### src/rtl/uirq_pkg.sv
// Shared definitions for the UART interrupt identification block.
// Assumes: the code field is 4 bits wide and bit 0 of it is active low.
package uirq_pkg;

    typedef enum logic [3:0] {
        ID_NONE    = 4'b0001,
        ID_LINE    = 4'b0110,
        ID_RXDATA  = 4'b0100,
        ID_TIMEOUT = 4'b1100,
        ID_THRE    = 4'b0010
    } iid_e;

endpackage

### src/rtl/uirq_timeout.sv
// Character time-out detector.
// Counts character-time ticks while FIFO mode is on and the receive FIFO
// holds data. Any push or pop restarts the count. The pending flag is raised
// on the tick that completes TO_CHARS quiet character times. It is cleared by
// a receive-buffer read or by leaving FIFO mode.
// Assumes: char_tick is a single-cycle pulse; strobes are single-cycle.
module uirq_timeout #(
    parameter int TO_CHARS = 4
) (
    input  logic clk,
    input  logic rst_n,
    input  logic fifo_en,
    input  logic rx_nonempty,
    input  logic rx_push,
    input  logic rx_pop,
    input  logic char_tick,
    input  logic rd_rbr,
    output logic to_pend
);
    localparam int TW = $clog2(TO_CHARS + 1);
    localparam logic [TW-1:0] LIMIT = TW'(TO_CHARS);
    localparam logic [TW-1:0] LAST  = TW'(TO_CHARS - 1);

    logic [TW-1:0] quiet_cnt;
    logic          hold_zero;
    logic          fire;

    // Decide whether the window restarts and whether this tick completes it.
    always_comb begin
        hold_zero = !fifo_en || !rx_nonempty || rx_push || rx_pop;
        fire      = !hold_zero && char_tick && (quiet_cnt == LAST);
    end

    // Quiet-time counter: restarts on activity, saturates at the limit.
    always_ff @(posedge clk) begin
        if (!rst_n)
            quiet_cnt <= '0;
        else if (hold_zero)
            quiet_cnt <= '0;
        else if (char_tick && quiet_cnt != LIMIT)
            quiet_cnt <= quiet_cnt + 1'b1;
    end

    // Pending flag: set by a completed window, cleared by a buffer read.
    always_ff @(posedge clk) begin
        if (!rst_n)
            to_pend <= 1'b0;
        else if (fire)
            to_pend <= 1'b1;
        else if (rd_rbr || !fifo_en)
            to_pend <= 1'b0;
    end

    assert_cnt_bound_R5: assert property (@(posedge clk) disable iff (!rst_n)
        quiet_cnt <= LIMIT);

    assert_to_cause_R5: assert property (@(posedge clk) disable iff (!rst_n)
        $rose(to_pend) |-> $past(fifo_en && rx_nonempty && char_tick));

    assert_restart_R6: assert property (@(posedge clk) disable iff (!rst_n)
        (rx_push || rx_pop) |=> quiet_cnt == '0);

    assert_no_to_nonfifo_R11: assert property (@(posedge clk) disable iff (!rst_n)
        !fifo_en |=> !to_pend);

endmodule

### src/rtl/uirq_pending.sv
// Pending flags for the line-status and transmit-empty sources.
// Line status is set by any error flag and cleared by a status read.
// Transmit-empty is set on the rising edge of the empty status and cleared
// by a transmit write or by an acknowledged identification read.
// In both flags a new set wins over a clear in the same cycle.
// Assumes: thre_ack is already qualified by the currently shown code.
module uirq_pending #(
    parameter int ERR_W = 4
) (
    input  logic             clk,
    input  logic             rst_n,
    input  logic [ERR_W-1:0] err_flags,
    input  logic             rd_lsr,
    input  logic             thr_empty,
    input  logic             wr_thr,
    input  logic             thre_ack,
    output logic             ls_pend,
    output logic             thre_pend
);
    logic thr_q;
    logic thr_rise;

    // Edge detect on the transmit-empty status.
    always_comb thr_rise = thr_empty && !thr_q;

    // Delayed copy of the empty status; resets high so reset is no edge.
    always_ff @(posedge clk) begin
        if (!rst_n)
            thr_q <= 1'b1;
        else
            thr_q <= thr_empty;
    end

    // Line-status pending flag.
    always_ff @(posedge clk) begin
        if (!rst_n)
            ls_pend <= 1'b0;
        else if (|err_flags)
            ls_pend <= 1'b1;
        else if (rd_lsr)
            ls_pend <= 1'b0;
    end

    // Transmit-empty pending flag.
    always_ff @(posedge clk) begin
        if (!rst_n)
            thre_pend <= 1'b0;
        else if (thr_rise)
            thre_pend <= 1'b1;
        else if (wr_thr || thre_ack)
            thre_pend <= 1'b0;
    end

    assert_ls_set_R3: assert property (@(posedge clk) disable iff (!rst_n)
        (|err_flags) |=> ls_pend);

    assert_ls_clear_R3: assert property (@(posedge clk) disable iff (!rst_n)
        (rd_lsr && !(|err_flags)) |=> !ls_pend);

    assert_thre_wr_R8: assert property (@(posedge clk) disable iff (!rst_n)
        (wr_thr && !thr_rise) |=> !thre_pend);

    assert_thre_rise_R8: assert property (@(posedge clk) disable iff (!rst_n)
        thr_rise |=> thre_pend);

endmodule

### src/rtl/uirq_prio.sv
// Fixed-priority selector for the masked interrupt sources.
// Ranking: line status, then received data, then time-out, then
// transmit-empty. When nothing is active the code is ID_NONE.
// Assumes: inputs are already masked by their enables.
module uirq_prio
    import uirq_pkg::*;
(
    input  logic ls_act,
    input  logic rda_act,
    input  logic to_act,
    input  logic thre_act,
    output iid_e code
);
    // Pick the highest-ranked active source.
    always_comb begin
        if (ls_act)
            code = ID_LINE;
        else if (rda_act)
            code = ID_RXDATA;
        else if (to_act)
            code = ID_TIMEOUT;
        else if (thre_act)
            code = ID_THRE;
        else
            code = ID_NONE;
    end

endmodule

### src/rtl/uart_irq_ident.sv
// UART interrupt identification top.
// Masks each source with its enable, ranks the sources, and forms the
// 8-bit identification value {fifo_en, fifo_en, 2'b00, code}. The
// interrupt output is active when code bit 0 is low. Received-data-available
// is a level taken from the FIFO count, so it drops as soon as the buffer
// read lowers the count.
// Assumes: rx_trig is nonzero in FIFO mode; all strobes are one cycle.
module uart_irq_ident
    import uirq_pkg::*;
#(
    parameter  int FIFO_DEPTH = 16,
    parameter  int TO_CHARS   = 4,
    parameter  int ERR_W      = 4,
    localparam int CNT_W      = $clog2(FIFO_DEPTH + 1)
) (
    input  logic             clk,
    input  logic             rst_n,
    input  logic             fifo_en,
    input  logic             en_line,
    input  logic             en_rxdata,
    input  logic             en_thre,
    input  logic [ERR_W-1:0] err_flags,
    input  logic [CNT_W-1:0] rx_count,
    input  logic [CNT_W-1:0] rx_trig,
    input  logic             rx_push,
    input  logic             rx_pop,
    input  logic             char_tick,
    input  logic             thr_empty,
    input  logic             rd_lsr,
    input  logic             rd_rbr,
    input  logic             rd_iir,
    input  logic             wr_thr,
    output logic [7:0]       iir,
    output logic             irq
);
    logic rx_nonempty;
    logic rda_raw;
    logic ls_pend;
    logic thre_pend;
    logic to_pend;
    logic thre_ack;
    iid_e code;

    // Received-data condition from the FIFO level and mode.
    always_comb begin
        rx_nonempty = (rx_count != '0);
        rda_raw     = fifo_en ? (rx_nonempty && rx_count >= rx_trig) : rx_nonempty;
    end

    uirq_timeout #(
        .TO_CHARS (TO_CHARS)
    ) u_timeout (
        .clk         (clk),
        .rst_n       (rst_n),
        .fifo_en     (fifo_en),
        .rx_nonempty (rx_nonempty),
        .rx_push     (rx_push),
        .rx_pop      (rx_pop),
        .char_tick   (char_tick),
        .rd_rbr      (rd_rbr),
        .to_pend     (to_pend)
    );

    uirq_pending #(
        .ERR_W (ERR_W)
    ) u_pending (
        .clk       (clk),
        .rst_n     (rst_n),
        .err_flags (err_flags),
        .rd_lsr    (rd_lsr),
        .thr_empty (thr_empty),
        .wr_thr    (wr_thr),
        .thre_ack  (thre_ack),
        .ls_pend   (ls_pend),
        .thre_pend (thre_pend)
    );

    uirq_prio u_prio (
        .ls_act   (ls_pend   && en_line),
        .rda_act  (rda_raw   && en_rxdata),
        .to_act   (to_pend   && en_rxdata),
        .thre_act (thre_pend && en_thre),
        .code     (code)
    );

    // Assemble the register, the interrupt line, and the read acknowledge.
    always_comb begin
        iir      = {fifo_en, fifo_en, 2'b00, code};
        irq      = !code[0];
        thre_ack = rd_iir && (code == ID_THRE);
    end

    assert_line_first_R3: assert property (@(posedge clk) disable iff (!rst_n)
        (ls_pend && en_line) |-> iir[3:0] == ID_LINE);

    assert_bit3_fifo_R11: assert property (@(posedge clk) disable iff (!rst_n)
        iir[3] |-> (fifo_en && iir[2]));

    assert_mask_thre_R9: assert property (@(posedge clk) disable iff (!rst_n)
        !en_thre |-> iir[3:0] != ID_THRE);

    assert_rda_over_to_R7: assert property (@(posedge clk) disable iff (!rst_n)
        (rda_raw && en_rxdata && !(ls_pend && en_line)) |-> iir[3:0] == ID_RXDATA);

endmodule

### config.mk
export PLATFORM = sky130hd
export DESIGN_NAME = uart_irq_ident
export DESIGN_NICKNAME = d
export VERILOG_FILES = /design/src/rtl/uirq_pkg.sv /design/src/rtl/uirq_timeout.sv /design/src/rtl/uirq_pending.sv /design/src/rtl/uirq_prio.sv /design/src/rtl/uart_irq_ident.sv
export SDC_FILE = /design/constraint.sdc
export NUM_CORES = 1
export LEC_CHECK = 0
export BUFFER_PORTS_ARGS = -buffer_cell sky130_fd_sc_hd__buf_4
export CAP_MARGIN = 20
export CELL_PAD_IN_SITES_DETAIL_PLACEMENT = 0
export CELL_PAD_IN_SITES_GLOBAL_PLACEMENT = 1
export CORE_UTILIZATION = 25
export CTS_CLUSTER_DIAMETER = 200
export DETAILED_ROUTE_END_ITERATION = 12
export HOLD_SLACK_MARGIN = 0.1
export PLACE_DENSITY = 0.7
export SLEW_MARGIN = 20
export SYNTH_ARGS = -nofsm -noshare
export SYNTH_HDL_FRONTEND = slang
export SYNTH_SLANG_ARGS = --single-unit
### constraint.sdc
create_clock -name clk -period 6.1 [get_ports clk]
set_input_delay 1.22 -clock clk [delete_from_list [all_inputs] [get_ports clk]]
set_output_delay 1.22 -clock clk [all_outputs]
set_load 0.005 [all_outputs]
# [Word level (Yosys, flattened, before mapping)]
# Index checks and enable logic that the tools add are counted.
[totals] register_bits=7 input_bits=28 output_inout_bits=9 word_cells=48
[classes] add_sub_neg=1 magnitude_cmp=1 eq_ne=3 mux=11 bitwise=1 n_reduce_logical=26
[op_table] operator="4-bit two-way mux" count=3
[op_table] operator="1-bit logical AND" count=10
[op_table] operator="1-bit two-way mux" count=7
[op_table] operator="2-bit nonzero test" count=3
[op_table] operator="5-bit >= comparator" count=1
[op_table] operator="1-bit logical NOT" count=5
[op_table] operator="1-bit logical OR" count=5
[op_table] operator="5-bit nonzero test" count=1
[op_table] operator="4-bit by 2-bit == test with 1-bit output (second input constant)" count=1
[op_table] operator="4-bit OR reduction" count=1
[op_table] operator="3-bit by 1-bit adder with 3-bit output (second input constant)" count=1
[op_table] operator="3-bit by 2-bit == test with 1-bit output (second input constant)" count=1
[op_table] operator="3-bit inequality test (second input constant)" count=1
[op_table] operator="2-bit two-way mux" count=1
[op_table] operator="2-bit OR reduction" count=1
[op_table] operator="1-bit NOT" count=1

# [Logic depth before layout (Yosys ltp)]
[logic_depth] ltp_word=11 mapped_depth=7

# [Modules after synthesis]
# From an unflattened synthesis, not the netlist that was laid out.
[hier_totals] hier_cells=71 area_unflattened_um2=580.6
[by_module_without_submodules] module="uirq_timeout" n_inst=1 cells_per_inst=24 area_per_inst_um2=222.7 seq_area_each_um2=80.1
[by_module_without_submodules] module="uart_irq_ident" n_inst=1 cells_per_inst=32 area_per_inst_um2=205.2 seq_area_each_um2=0.0
[by_module_without_submodules] module="uirq_pending" n_inst=1 cells_per_inst=10 area_per_inst_um2=113.9 seq_area_each_um2=60.1
[by_module_without_submodules] module="uirq_prio" n_inst=1 cells_per_inst=5 area_per_inst_um2=38.8 seq_area_each_um2=0.0

# [Worst setup path before layout]
# No wires, ideal clock.
[synth_timing] kind="input to output" startpoint="input port rx_count[0]" endpoint="output port iir[3]" t_arrival_ns=2.451 slack_ns=2.429 path_stages=7 cell_sequence="inv_1 > ha_1 > nand2b_4 > a2111oi_4 > nor3_2 > o22ai_1 > and4_1"
[synth_between] elab_chain_len=6 word_cells_on_any_way=7 cone_classes="order compare (1); mux (3); reduce/logical (3)"
[synth_lines] item="start, declared" line_no="uart_irq_ident.sv:23" text="input logic [CNT_W-1:0] rx_count,"
[synth_lines] item="5-bit >= comparator or 5-bit nonzero test (tied branches)" line_no="uart_irq_ident.sv:47, uart_irq_ident.sv:46"
[synth_lines] item="1-bit logical AND" line_no="uart_irq_ident.sv:47" text="rda_raw = fifo_en ? (rx_nonempty && rx_count >= rx_trig) : rx_nonempty;"
[synth_lines] item="1-bit two-way mux *" line_no="uart_irq_ident.sv:47"
[synth_lines] item="1-bit logical AND *" line_no="uart_irq_ident.sv:80" text=".rda_act (rda_raw && en_rxdata),"
[synth_lines] item="4-bit two-way mux *" line_no="uirq_prio.sv:18" text="else if (rda_act)"
[synth_lines] item="4-bit two-way mux *" line_no="uirq_prio.sv:16" text="if (ls_act)"
[synth_lines] item="end, declared" line_no="uart_irq_ident.sv:33" text="output logic [7:0] iir,"
# Every way passes the cells marked *; elsewhere a longest branch is shown, timed or not.

# [Final worst setup path]
# Ends and elaborated chain as after synthesis.

==> summary.log <==
[synthesis] top cell type's share of synthesized area 23.2%
[worst_setup_path] worst reg-to-reg path cell count 6
[synthesis] proportion of register bits with asynchronous set or reset after synthesis 0%
[timing] unrepaired setup endpoints after global routing no
[worst_setup_path] required arrival time at the worst endpoint 4880 ps
[worst_hold_path] hold crit path type flop to flop
[run_status] outcome finished, final reports clean
[timing] clk_skew 5.05 ps
[synthesis] Post-Synthesis Mean Instance Area 8.06 sq um
[pwr] Max IR drop VDD 0.133 mV
[detailed_routing] routed length per instance 9.07 um
[synthesis] cell type contributing the most total cell area after synthesis sky130_fd_sc_hd__dfxtp_1
[layout] FF/Latch Area 140 sq um
[timing] post-route clock period utilization 64.4%
[placement] input/output buffers 34
[clocking] clock slew seen by the registers of the worst setup and hold paths 60 ps
[layout] layout cells sized above 1 40.0%
[detailed_routing] Detailed Route Iter0 Violations 2
[layout] Fill cells 235
[timing] minimum clock period after layout 3930 ps
[floorplan] number of core rows 17
[detailed_routing] Antenna Nets Post-Route 0
[placement] placer's final routability congestion estimate 0.714
[worst_setup_path] kind of end point of the critical path primary output
[synthesis] flop and latch count out of synthesis 7
[synthesis] unique cell type count in the Yosys netlist 29
[clocking] cells resized by post-CTS repair 0
[detailed_routing] number of iterations in the first detailed-routing pass 2
[detailed_routing] detailed-route via count 592
[global_route] number of antenna violations at the first check in global routing 0
[synthesis] Synth area leaders sky130_fd_sc_hd__dfxtp_1 (23%), sky130_fd_sc_hd__ha_1 (17%), sky130_fd_sc_hd__inv_1 (6.8%)
[global_route] Remaining Overflow, GRT 0
[clocking] CTS Buffer Depth 2
[worst_setup_path] crit path to iir[3]
[timing] Setup Total Neg Slack 0 ps
[clocking] clock sink total 7
[synthesis] share of the yosys chip area belonging to registers 23.2%
[timing] max-slew violation count 0
[clocking] TritonCTS clock tree yes
[global_route] maximum number of pins on one net before global-route repair 6
[pwr] static leakage 0.000440 uW
[synthesis] number of warnings reported in the yosys synthesis log 0
[floorplan] width of the die 51.2 um
[worst_setup_path] endpoint of the lowest-slack register-to-register path u_timeout.quiet_cnt[1]$_SDFFE_PP0P_
[worst_setup_path] worst setup path start rx_count[0]
[layout] number of nets in the layout 147
[synthesis] number of cells produced by synthesis 75
[floorplan] Initial Util 26.8%
[floorplan] height of the die 51.2 um
[layout] area of combinational cells with multiple inputs 397 sq um
[floorplan] area enclosed by the die boundary 2620 sq um
[layout] final cell count without fillers 138
[synthesis] combined area of all synthesized cells 604 sq um
[synthesis] Most used DFF post-synth sky130_fd_sc_hd__dfxtp_1
[timing] hold violation total from the final report 0
[flow_run] max-capacitance violation count 0
[synthesis] cell with the most instances after synthesis sky130_fd_sc_hd__inv_1
[clocking] master cell of the clock root buffer sky130_fd_sc_hd__clkbuf_4
[worst_setup_path] worst setup slack for register-to-register paths 4860 ps
[clocking] number of CTS-inserted buffers 3
[synthesis] count of flip-flops with a built-in enable after synthesis 0
[layout] # diodes 0
[clocking] clock latency on the worst-skew pair 250 ps
[placement] Inst Count DP 134
[timing] setup-violating endpoint count in the final report 0
[placement] post-detail-place hpwl 1160 um
[global_route] number of global-route vias before repair 477
[detailed_routing] via count normalized by instance count 4.29
[floorplan] core footprint 2250 sq um
[worst_setup_path] type of element launching the critical path primary input
[worst_setup_path] data arrival time of the worst path 2710 ps
[pwr] power per cell area 143 nW/um^2
[detailed_routing] total detailed-routing wirelength 1250 um
[clocking] # H-tree levels 1
[clocking] Post CTS Setup Buffer Count 0
[synthesis] cell types with the highest counts after synthesis sky130_fd_sc_hd__inv_1 (11), sky130_fd_sc_hd__ha_1 (8), sky130_fd_sc_hd__dfxtp_1 (7)
[timing] highest attainable clock frequency 254 MHz
[global_route] first-pass GRT wire length 1940 um
[clocking] CTS Hold Bufs 0
[floorplan] number of top-level design ports 37
[layout] synthesis-to-layout area growth 48.2%
[worst_setup_path] startpoint of the worst register-to-register path u_timeout.quiet_cnt[0]$_SDFFE_PP0P_
[global_route] Total Routing Usage GR 10.2%
[worst_setup_path] worst-path maximum fanout 3
[detailed_routing] # DRC 0
[worst_setup_path] critical path start-end classification primary input to primary output
==> worst min path at each step <==
stage	start	end	cells past startpoint
after floorplan	u_pending.ls_pend$_SDFFE_PN0P_	u_pending.ls_pend$_SDFFE_PN0P_	2
after global placement	u_pending.ls_pend$_SDFFE_PN0P_	u_pending.ls_pend$_SDFFE_PN0P_	2
after detailed placement	u_pending.ls_pend$_SDFFE_PN0P_	u_pending.ls_pend$_SDFFE_PN0P_	2
after CTS	u_pending.ls_pend$_SDFFE_PN0P_	u_pending.ls_pend$_SDFFE_PN0P_	2
after global routing	u_pending.ls_pend$_SDFFE_PN0P_	u_pending.ls_pend$_SDFFE_PN0P_	2
final	u_pending.ls_pend$_SDFFE_PN0P_	u_pending.ls_pend$_SDFFE_PN0P_	2
==> cell families (layout without fill, tap and decap cells) <==
family	Yosys count	count (layout)	synth area share [%]
other	1	2	0.621
buffers and inverters	15	49	11.8
flip-flops	7	7	23.2
adder cells (fa/ha/maj)	8	8	16.6
XOR/XNOR	1	1	1.45
AO/OA/AOI/OAI	17	17	20.3
AND/OR/NAND/NOR	26	26	26.1
==> power by group <==
part	switching, uW	total, uW	leakage, uW	internal, uW
Combinational	15.3	39.7	0.000365	24.3
Sequential	0.746	47.6	0.0000572	46.9
Clock	17.1	41.0	0.0000177	23.9
==> layout by cell type (no fill, tap or decap), drive strengths merged <==
master   count
a31oi        1
nor2b        3
a2111oi      1
ha           8
o32ai        1
a21oi        5
nor3         2
clkbuf       3
nand3b       1
a21o         1
nand2        5
o21ai        6
o22ai        1
nor4         1
dfxtp        7
or4          2
conb         2
and2         1
nor2         6
clkinv       1
buf         34
and4         1
xnor2        1
nand2b       4
a21boi       1
inv         11
==> per-stage QoR <==
step	area [sq um]	hold slack, ps	total power [uW]	worst slack [ps]	util (%)
after floorplan	608	483	68.2	2430	-
after global placement	868	507	88.8	2190	38.5
after detailed placement	868	513	89.0	2150	38.5
after CTS	896	532	131	2140	39.7
after global routing	896	563	139	2060	39.7
final	896	527	128	2170	39.7
==> area by class of cell <==
class | count | area share (%)
multi-input cells | 54 | 44.3
clock inverters | 1 | 0.559
flip-flops and latches | 7 | 15.6
inverters | 11 | 4.61
well taps | 28 | 3.91
clock buffers | 3 | 2.51
repair buffers | 34 | 28.5
==> state kept, by name, summed over array words and instances (netlist names) <==
name	flops
u_timeout.quiet_cnt	3
u_pending.ls_pend	1
u_pending.thre_pend	1
u_timeout.to_pend	1
u_pending.thr_q	1
==> critical path, cell delays in order <==
cell and delay, ps:
sky130_fd_sc_hd__buf_4 100, sky130_fd_sc_hd__inv_1 40, sky130_fd_sc_hd__ha_1 280, sky130_fd_sc_hd__nand2b_4 150
sky130_fd_sc_hd__a2111oi_4 340, sky130_fd_sc_hd__nor3_2 100, sky130_fd_sc_hd__o22ai_1 180, sky130_fd_sc_hd__and4_1 210
sky130_fd_sc_hd__buf_4 100
==> metal layers <==
layer | share of wire [%] | global-route usage, % | wire (um)
met1 | 44 | 12.4 | 552
met3 | 4.9 | 3.87 | 61
met2 | 50 | 16.4 | 625
met4 | 0.96 | 2.78 | 12
met5 | 0 | 0 | 0
(Power assumes the default switching activity.)
